===== src/rtl/adc_sar_pkg.sv =====
package adc_sar_pkg;
  typedef enum logic [1:0] {
    ST_IDLE   = 2'd0,
    ST_TRIAL  = 2'd1,
    ST_SETTLE = 2'd2,
    ST_LATCH  = 2'd3
  } sar_state_e;
endpackage


===== src/rtl/adc_tick_div.sv =====
module adc_tick_div #(
  parameter int DIV = 32
) (
  input  logic clk,
  input  logic rst_n,
  input  logic run,
  output logic tick
);
  localparam int CW = (DIV > 1) ? $clog2(DIV) : 1;
  localparam logic [CW-1:0] LAST = CW'(DIV - 1);

  logic [CW-1:0] cnt_q;

  always_ff @(posedge clk or negedge rst_n) begin
    if (!rst_n)          cnt_q <= '0;
    else if (!run)       cnt_q <= '0;
    else if (cnt_q == LAST) cnt_q <= '0;
    else                 cnt_q <= cnt_q + 1'b1;
  end

  assign tick = run && (cnt_q == LAST);

  AST_TICK_SPACED: assert property (@(posedge clk) disable iff (!rst_n)
    tick |=> !tick);
  AST_HALT_NO_TICK: assert property (@(posedge clk) disable iff (!rst_n)
    !run |=> !tick);
endmodule


===== src/rtl/adc_sar_core.sv =====
module adc_sar_core
  import adc_sar_pkg::*;
#(
  parameter int W = 10
) (
  input  logic         clk,
  input  logic         rst_n,
  input  logic         tick,
  input  logic         off,
  input  logic         start,
  input  logic         cmp,
  output logic         accept,
  output logic [W-1:0] trial,
  output logic [W-1:0] result,
  output logic         busy
);
  localparam int IW = (W > 1) ? $clog2(W) : 1;
  localparam logic [W-1:0] MSB_ONLY = {1'b1, {(W-1){1'b0}}};
  localparam logic [IW-1:0] TOP_IDX = IW'(W - 1);

  sar_state_e    st_q;
  logic [IW-1:0] idx_q;
  logic [W-1:0]  trial_q, result_q, trial_nxt;
  logic          busy_q;

  assign accept = tick && !off && (st_q == ST_IDLE) && start;

  always_comb begin
    trial_nxt = trial_q;
    if (!cmp) trial_nxt[idx_q] = 1'b0;
    if (idx_q != '0) trial_nxt[idx_q - 1'b1] = 1'b1;
  end

  always_ff @(posedge clk or negedge rst_n) begin
    if (!rst_n) begin
      st_q     <= ST_IDLE;
      idx_q    <= '0;
      trial_q  <= '0;
      result_q <= '0;
      busy_q   <= 1'b0;
    end else if (off) begin
      st_q    <= ST_IDLE;
      idx_q   <= '0;
      trial_q <= '0;
      busy_q  <= 1'b0;
    end else if (tick) begin
      case (st_q)
        ST_IDLE: if (start) begin
          busy_q  <= 1'b1;
          trial_q <= MSB_ONLY;
          idx_q   <= TOP_IDX;
          st_q    <= ST_TRIAL;
        end
        ST_TRIAL: begin
          trial_q <= trial_nxt;
          if (idx_q == '0) st_q <= ST_SETTLE;
          else             idx_q <= idx_q - 1'b1;
        end
        ST_SETTLE: st_q <= ST_LATCH;
        ST_LATCH: begin
          result_q <= trial_q;
          busy_q   <= 1'b0;
          st_q     <= ST_IDLE;
        end
        default: st_q <= ST_IDLE;
      endcase
    end
  end

  assign trial  = trial_q;
  assign result = result_q;
  assign busy   = busy_q;

  AST_OFF_DROPS_BUSY: assert property (@(posedge clk) disable iff (!rst_n)
    off |=> (!busy && trial == '0));
  AST_RESULT_HELD: assert property (@(posedge clk) disable iff (!rst_n)
    (!busy || !tick || off) |=> $stable(result));
  AST_TRIAL_BETWEEN_TICKS: assert property (@(posedge clk) disable iff (!rst_n)
    (!tick && !off) |=> $stable(trial));
  AST_ACCEPT_RAISES_BUSY: assert property (@(posedge clk) disable iff (!rst_n)
    accept |=> (busy && trial == MSB_ONLY));
endmodule


===== src/rtl/adc_sar_seq.sv =====
module adc_sar_seq #(
  parameter int RES_W = 10,
  parameter int SEL_W = 3,
  parameter int DIV   = 32
) (
  input  logic             clk,
  input  logic             rst_n,
  input  logic             start_i,
  input  logic             off_i,
  input  logic [SEL_W-1:0] sel_i,
  input  logic             cmp_i,
  output logic [RES_W-1:0] dac_code_o,
  output logic [SEL_W-1:0] mux_sel_o,
  output logic             busy_o,
  output logic [RES_W-1:0] result_o
);
  logic tick, accept;
  logic [SEL_W-1:0] sel_q;

  adc_tick_div #(.DIV(DIV)) u_div (
    .clk  (clk),
    .rst_n(rst_n),
    .run  (!off_i),
    .tick (tick)
  );

  adc_sar_core #(.W(RES_W)) u_core (
    .clk   (clk),
    .rst_n (rst_n),
    .tick  (tick),
    .off   (off_i),
    .start (start_i),
    .cmp   (cmp_i),
    .accept(accept),
    .trial (dac_code_o),
    .result(result_o),
    .busy  (busy_o)
  );

  always_ff @(posedge clk or negedge rst_n) begin
    if (!rst_n)      sel_q <= '0;
    else if (accept) sel_q <= sel_i;
  end

  assign mux_sel_o = sel_q;

  AST_SEL_HELD: assert property (@(posedge clk) disable iff (!rst_n)
    busy_o |=> $stable(mux_sel_o));
  AST_BUSY_NEEDS_TICK: assert property (@(posedge clk) disable iff (!rst_n)
    (!busy_o && !tick) |=> !busy_o);
endmodule


===== config.mk =====
export PLATFORM = sky130hd
export DESIGN_NAME = adc_sar_seq
export DESIGN_NICKNAME = d
export VERILOG_FILES = /design/src/rtl/adc_sar_pkg.sv /design/src/rtl/adc_tick_div.sv /design/src/rtl/adc_sar_core.sv /design/src/rtl/adc_sar_seq.sv
export SDC_FILE = /design/constraint.sdc
export NUM_CORES = 1
export LEC_CHECK = 0
export ABC_AREA = 1
export BUFFER_PORTS_ARGS = -buffer_cell sky130_fd_sc_hd__clkbuf_2
export CAP_MARGIN = 20
export CORE_MARGIN = 4
export CORE_UTILIZATION = 52
export CTS_BUF_LIST = sky130_fd_sc_hd__clkbuf_8
export DETAILED_ROUTE_END_ITERATION = 7
export HOLD_SLACK_MARGIN = 0.1
export PLACE_DENSITY_LB_ADDON = 0.2
export SYNTH_ARGS = -nofsm -noshare
export SYNTH_HDL_FRONTEND = slang
export SYNTH_SLANG_ARGS = --single-unit

===== constraint.sdc =====
create_clock -name clk -period 1.7 [get_ports clk]
set_input_delay 0.34 -clock clk [delete_from_list [all_inputs] [get_ports clk]]
set_output_delay 0.34 -clock clk [all_outputs]
set_load 0.05 [all_outputs]

**Yosys cells after proc, flatten, opt, wreduce, memory -nomap -nowiden**

Cells that the tools add are included.

- Register bits: 35
- Output and inout bits: 24

- $add $sub $neg: 2
- Order comparisons: 4
- Equality and inequality tests: 7
- Multiplexer cells: 26
- Bitwise logic cells: 4
- Reduce and logical (&&, ||, !) cells: 18

Operator list:

| operator | count |
|---|---|
| $mux W10 | 5 |
| $pmux W10 S2 | 1 |
| $mux W4 | 4 |
| $reduce_and A3 Y1 | 4 |
| $and A10 B10 Y10 | 1 |
| $lt A4 B5 Y1 const B | 2 |
| $mux W5 | 2 |
| $not A10 Y10 | 1 |
| $or A10 B10 Y10 | 1 |
| $demux W1 S4 | 2 |
| $ge A4 B1 Y1 const B | 2 |
| $mux W2 | 4 |
| $pmux W2 S4 | 1 |
| $pmux W4 S2 | 1 |
| $logic_and A1 B1 Y1 | 6 |
| $ne A3 B3 Y1 const B | 2 |
| $reduce_bool A3 Y1 | 2 |
| $add A5 B1 Y5 const B | 1 |
| $eq A5 B5 Y1 const B | 1 |
| $mux W1 | 5 |
| $eq A2 B2 Y1 const B | 2 |
| $logic_not A4 Y1 | 1 |
| $reduce_and A4 Y1 | 1 |
| $reduce_bool A4 Y1 | 1 |
| other kinds (8) | 8 |

**Logic depth before layout (Yosys ltp)**

- Word-level depth: 12
- Depth in mapped cells: 12
- Mapped depth without buffers: 12

**By module**

Synthesis repeated with hierarchy kept, for this count alone.

- Cell total of the unflattened synthesis: 224
- Area, all modules: 1900.6 um2

By module, submodules not included:

| module | instances | cells an instance | area an instance (um2) |
|---|---|---|---|
| adc_sar_core | 1 | 184 | 1545.2 |
| adc_tick_div | 1 | 26 | 239.0 |
| adc_sar_seq | 1 | 14 | 116.4 |

**Worst setup path before layout**

Ideal clock, no wire load.

- Path kind: register to register
- From: register u_div.cnt_q[0]
- To: register u_core.trial_q[9] (netlist: u_core.trial[9])
- Setup time: 118 ps
- Arrival time: 1507 ps
- Slack: 75 ps
- Stages on the path, launching flop included: 13
- Buffers on the path: 0
- Path through: dfrtp_1 > ha_1 > nand2_1 > nor2_1 > ha_1 > nor2_1 > inv_2 > nand3_4 > inv_2 > nand2_1 > inv_1 > nand2_1 > nand2_1

- Longest elaborated chain between the ends: 4

RTL lines:

| element | line | text |
|---|---|---|
| start, declared | adc_tick_div.sv:12 | `logic [CW-1:0] cnt_q;` |
| start signal, assigned | adc_tick_div.sv:18 | `else cnt_q <= cnt_q + 1'b1;` |
| $eq A5 B5 Y1 | adc_tick_div.sv:21 | `assign tick = run && (cnt_q == LAST);` |
| $logic_and A1 B1 Y1 | adc_tick_div.sv:21 |  |
| $reduce_bool A2 Y1 (no source line) | -- |  |
| $reduce_and A3 Y1 (no source line) | -- |  |
| end signal, assigned | adc_sar_core.sv:55 | `trial_q <= trial_nxt;` |
| end, declared | adc_sar_core.sv:23 | `logic [W-1:0] trial_q, result_q, trial_nxt;` |

Every way passes these cells.
A chain may end at the register's enable or synchronous reset.

**Worst setup path in the final report**

- From: register u_div.cnt_q[0]
- To: register sel_q[0] (netlist: mux_sel_o[0])

- Longest elaborated chain between the ends: 5

RTL lines:

| element | line | text |
|---|---|---|
| $eq A5 B5 Y1 | adc_tick_div.sv:21 |  |
| $logic_and A1 B1 Y1 | adc_tick_div.sv:21 |  |
| $logic_and A1 B1 Y1 (3 in a row) | adc_sar_core.sv:26 | `assign accept = tick && !off && (st_q == ST_IDLE) && start;` |
| end signal, assigned | adc_sar_seq.sv:42 | `else if (accept) sel_q <= sel_i;` |
| end, declared | adc_sar_seq.sv:18 | `logic [SEL_W-1:0] sel_q;` |

Every way passes these cells.

==> flow_summary.ini <==
[sta]
total_neg_setup_slack_ns = -0.147
final_max_slew_viol_count = 0
clock_skew_ns = 0.00742
rsz_0062_raised_after_global_routing = yes
slew_headroom_pct = 72.7
timing_hold_violations_final = 0
period_needed_ns = 1.75
max_clock_freq_mhz = 571
finalSetupViolations = 4
final_critical_path_setup_slack_ns = -0.0520
worstMarginPinSlew_ns = 0.410
layout_worst_path_cycle_share_pct = 103

[power]
power_frac_clock_pct = 25.6
power.combinational.fraction_pct = 39.9
total_leakage_power_nw = 1.26
p_int_mw = 1.78
power_density_over_cell_area_nw_per_um2 = 1260
seqPwrFrac_pct = 34.5
p_sw_share_pct = 39.8
switching_power_mw = 1.18
vdd.ir_drop.worst_mv = 0.748

[worst_setup_path]
cp_peak_stage_delay_ns = 0.39
startpoint_type_of_the_worst_setup_path = register
crit_family = flip-flops
arrival_time_worst_endpoint_ns = 1.93
setup.worst_path.end_class = register
chain_of_cells_forming_the_critical_path = ha_2 > nand2_1 > nor2_1 > ha_2 > buf_4 > buf_4 > nand4_1 > mux2_2
slowest_stage = dfrtp_1
number_of_logic_stages_on_the_critical_path_including_buffering = 8
path_class = register to register
path_buf_inv = 2
worstPathRequired_ns = 1.87
critical_path_peak_fanout = 3
worst_r2r_path_depth = 8

[floorplanning]
ioPinCount = 32
dieWidth_um = 67.8
floorplan.die_area_um2 = 4590
rows = 21
core_region_area_um2 = 3390
initial_utilization_pct = 54.8
die_h_um = 67.8

[logic_synthesis]
synth-seq-cells = 35
yosys-top-cells-area = dfrtp_1 47%, ha_1 9.4%, nand2_1 8.1%
ys_seq_area_share_pct = 47.1
synthMostInstantiatedCell = nand2_1
synth_common_cells = 40 x nand2_1, 35 x dfrtp_1, 20 x inv_1
synthesis.instances = 202
synth-edff-count = 0
synthesis.nets = 224
yosys.cell_types.count = 24
synth_top_cell_area_share_pct = 47.1
synth_area_per_cell_um2 = 9.20
yosys_warnings = 0
yosysTopAreaCell = dfrtp_1
post_synthesis_async_set_or_reset_flop_share_pct = 100
cell_area_after_synthesis_um2 = 1860
ys_dominant_reg_cell = dfrtp_1

[clocking]
htreeDepth = 2
clock-root-buffer = clkbuf_8
cts.reportedPaths.clkPinSlew_ns = 0.07
cts_buf_count = 5
cts_tree = done
clk_path_buf_depth = 2
clock_sink_count = 35
clk-insertion-delay-late_ns = 0.29

[detailed_routing]
first_pass_iters = 4
drc = 0
detail-route-antenna-nets = 0
detail_route.vias_per_cell = 5.05
detail_route.iter0.violations = 67
wirelength_mm = 3.76
routed-via-count = 1520
routed_wire_length_per_instance_um = 12.5

[placed_design]
port-buffer-count = 31
sum_of_net_half_perimeters_after_detailed_placement_mm = 2.94
placedInstanceArea_um2 = 2130
gp_congestion = 0.912

[cells_and_area]
layout.nets = 276
final_design_area_no_fill_um2 = 2340
final_core_util_pct = 69.1
area_growth_syn_to_layout_pct = 26.1
post_route_cells_drive_above_1_share_pct = 36.1
diodes = 0

[grt]
grt_pass1_vias = 1368
number_of_antenna_violations_at_the_first_check_in_global_routing = 0
global_route_wire_length_before_repair_mm = 6.30
grt_remaining_overflow = 0
groute.usage.overall_pct = 18.8
grt_start_max_net_pins = 36

[min_path]
worstHoldPathType = primary input to register
hold_path_depth = 2

[job]
timing.max_cap.violations = 0

[run_status]
status = complete, but fails checks
failing_checks = negative setup slack
metrics by stage:
| stage | power, mW | hold WS, ns | setup WS (ns) | std cells |
|---|---|---|---|---|
| CTS | 2.92 | 0.279 | 0.00119 | 297 |
| floorplan | 1.83 | 0.0444 | 0.0749 | 202 |
| global route | 3.18 | 0.289 | -0.109 | 301 |
| global placement | 2.16 | 0.396 | 0.0324 | 286 |
| detailed placement | 2.15 | 0.391 | -0.0214 | 286 |
| finish | 2.95 | 0.283 | -0.0520 | 301 |
worst paths after layout:
check                                               endpoint                         start  slack [ns]
worst max register to register      mux_sel_o[0]$_DFFE_PN0P_      u_div.cnt_q[0]$_DFF_PN0_       -0.05
worst min register to register  u_core.result[7]$_DFFE_PN0P_  u_core.result[7]$_DFFE_PN0P_        0.48
max in group asynchronous        u_core.trial[3]$_DFFE_PN0P_                         rst_n        0.80
worst min-delay path                mux_sel_o[2]$_DFFE_PN0P_                      sel_i[2]        0.28
min in group asynchronous           u_div.cnt_q[0]$_DFF_PN0_                         rst_n        0.61
worst max-delay path                mux_sel_o[0]$_DFFE_PN0P_      u_div.cnt_q[0]$_DFF_PN0_       -0.05
final cells by class:
type,instances,area (um^2)
Inverter,23,86.3
Tap cell,46,57.6
Sequential cell,35,876
Clock buffer,6,82.6
Multi-Input combinational cell,142,916
Timing Repair Buffer,47,290
Clock inverter,2,35.0
Fill cell,276,1050
cell usage in the layout (no fill, tap or decap), types with 2 or more instances in the layout:
| master | synthesis | final |
|---|---|---|
| a21oi_1 | 9 | 9 |
| a31oi_1 | 3 | 3 |
| buf_4 | 1 | 14 |
| clkbuf_2 | 0 | 31 |
| clkbuf_8 | 0 | 6 |
| dfrtp_1 | 35 | 35 |
| ha_1 | 14 | 12 |
| ha_2 | 0 | 2 |
| inv_1 | 20 | 20 |
| inv_2 | 3 | 3 |
| mux2_2 | 11 | 11 |
| nand2_1 | 40 | 40 |
| nand2_2 | 4 | 4 |
| nand3_1 | 8 | 7 |
| nand3_2 | 1 | 2 |
| nand4_1 | 2 | 2 |
| nor2_1 | 18 | 17 |
| nor2_2 | 4 | 5 |
| o21ai_0 | 17 | 10 |
| o21ai_1 | 2 | 2 |
| o21ai_2 | 0 | 7 |
| o22ai_1 | 4 | 4 |
flip-flops by register name (all words and copies together), names as in the netlist:
register,count
u_core.result,10
u_core.trial,10
u_div.cnt_q,5
u_core.idx_q,4
mux_sel_o,3
u_core.st_q,2
u_core.busy,1
cells by family after synthesis:
logic type / after synthesis / synth area share (%)
and+or+nand+nor: 81 / 20.8
AOI/OAI and AO/OA: 36 / 10.3
DFF: 35 / 47.1
buffers and inverters: 25 / 5.66
adders and majority gates: 14 / 9.43
muxes: 11 / 6.67
per-layer routing:
layer	share of wire [%]	vias to the layer above	GRT usage, %
li1	-	768	-
met4	1.6	0	9.68
met3	5.1	6	3.49
met5	0	-	0
met1	47	708	24.9
met2	46	38	29.2
power groups by stage:
stage | registers [mW] | logic, mW | clock network (mW)
after floorplan | 1.13 | 0.706 | 0
after global placement | 1.03 | 1.13 | 0
after detailed placement | 1.03 | 1.12 | 0
after CTS | 1.02 | 1.13 | 0.774
after global routing | 1.03 | 1.32 | 0.831
final | 1.02 | 1.18 | 0.756
repair_timing:
action                                 in CTS  in global routing
setup buffers                               2                  4
setup endpoints to repair                   8                 29
pin swaps                                   3                  7
hold buffers                                1                  0
resized for setup                           3                 15
endpoints found under the hold margin      35                  0
(Power assumes the default switching activity.)
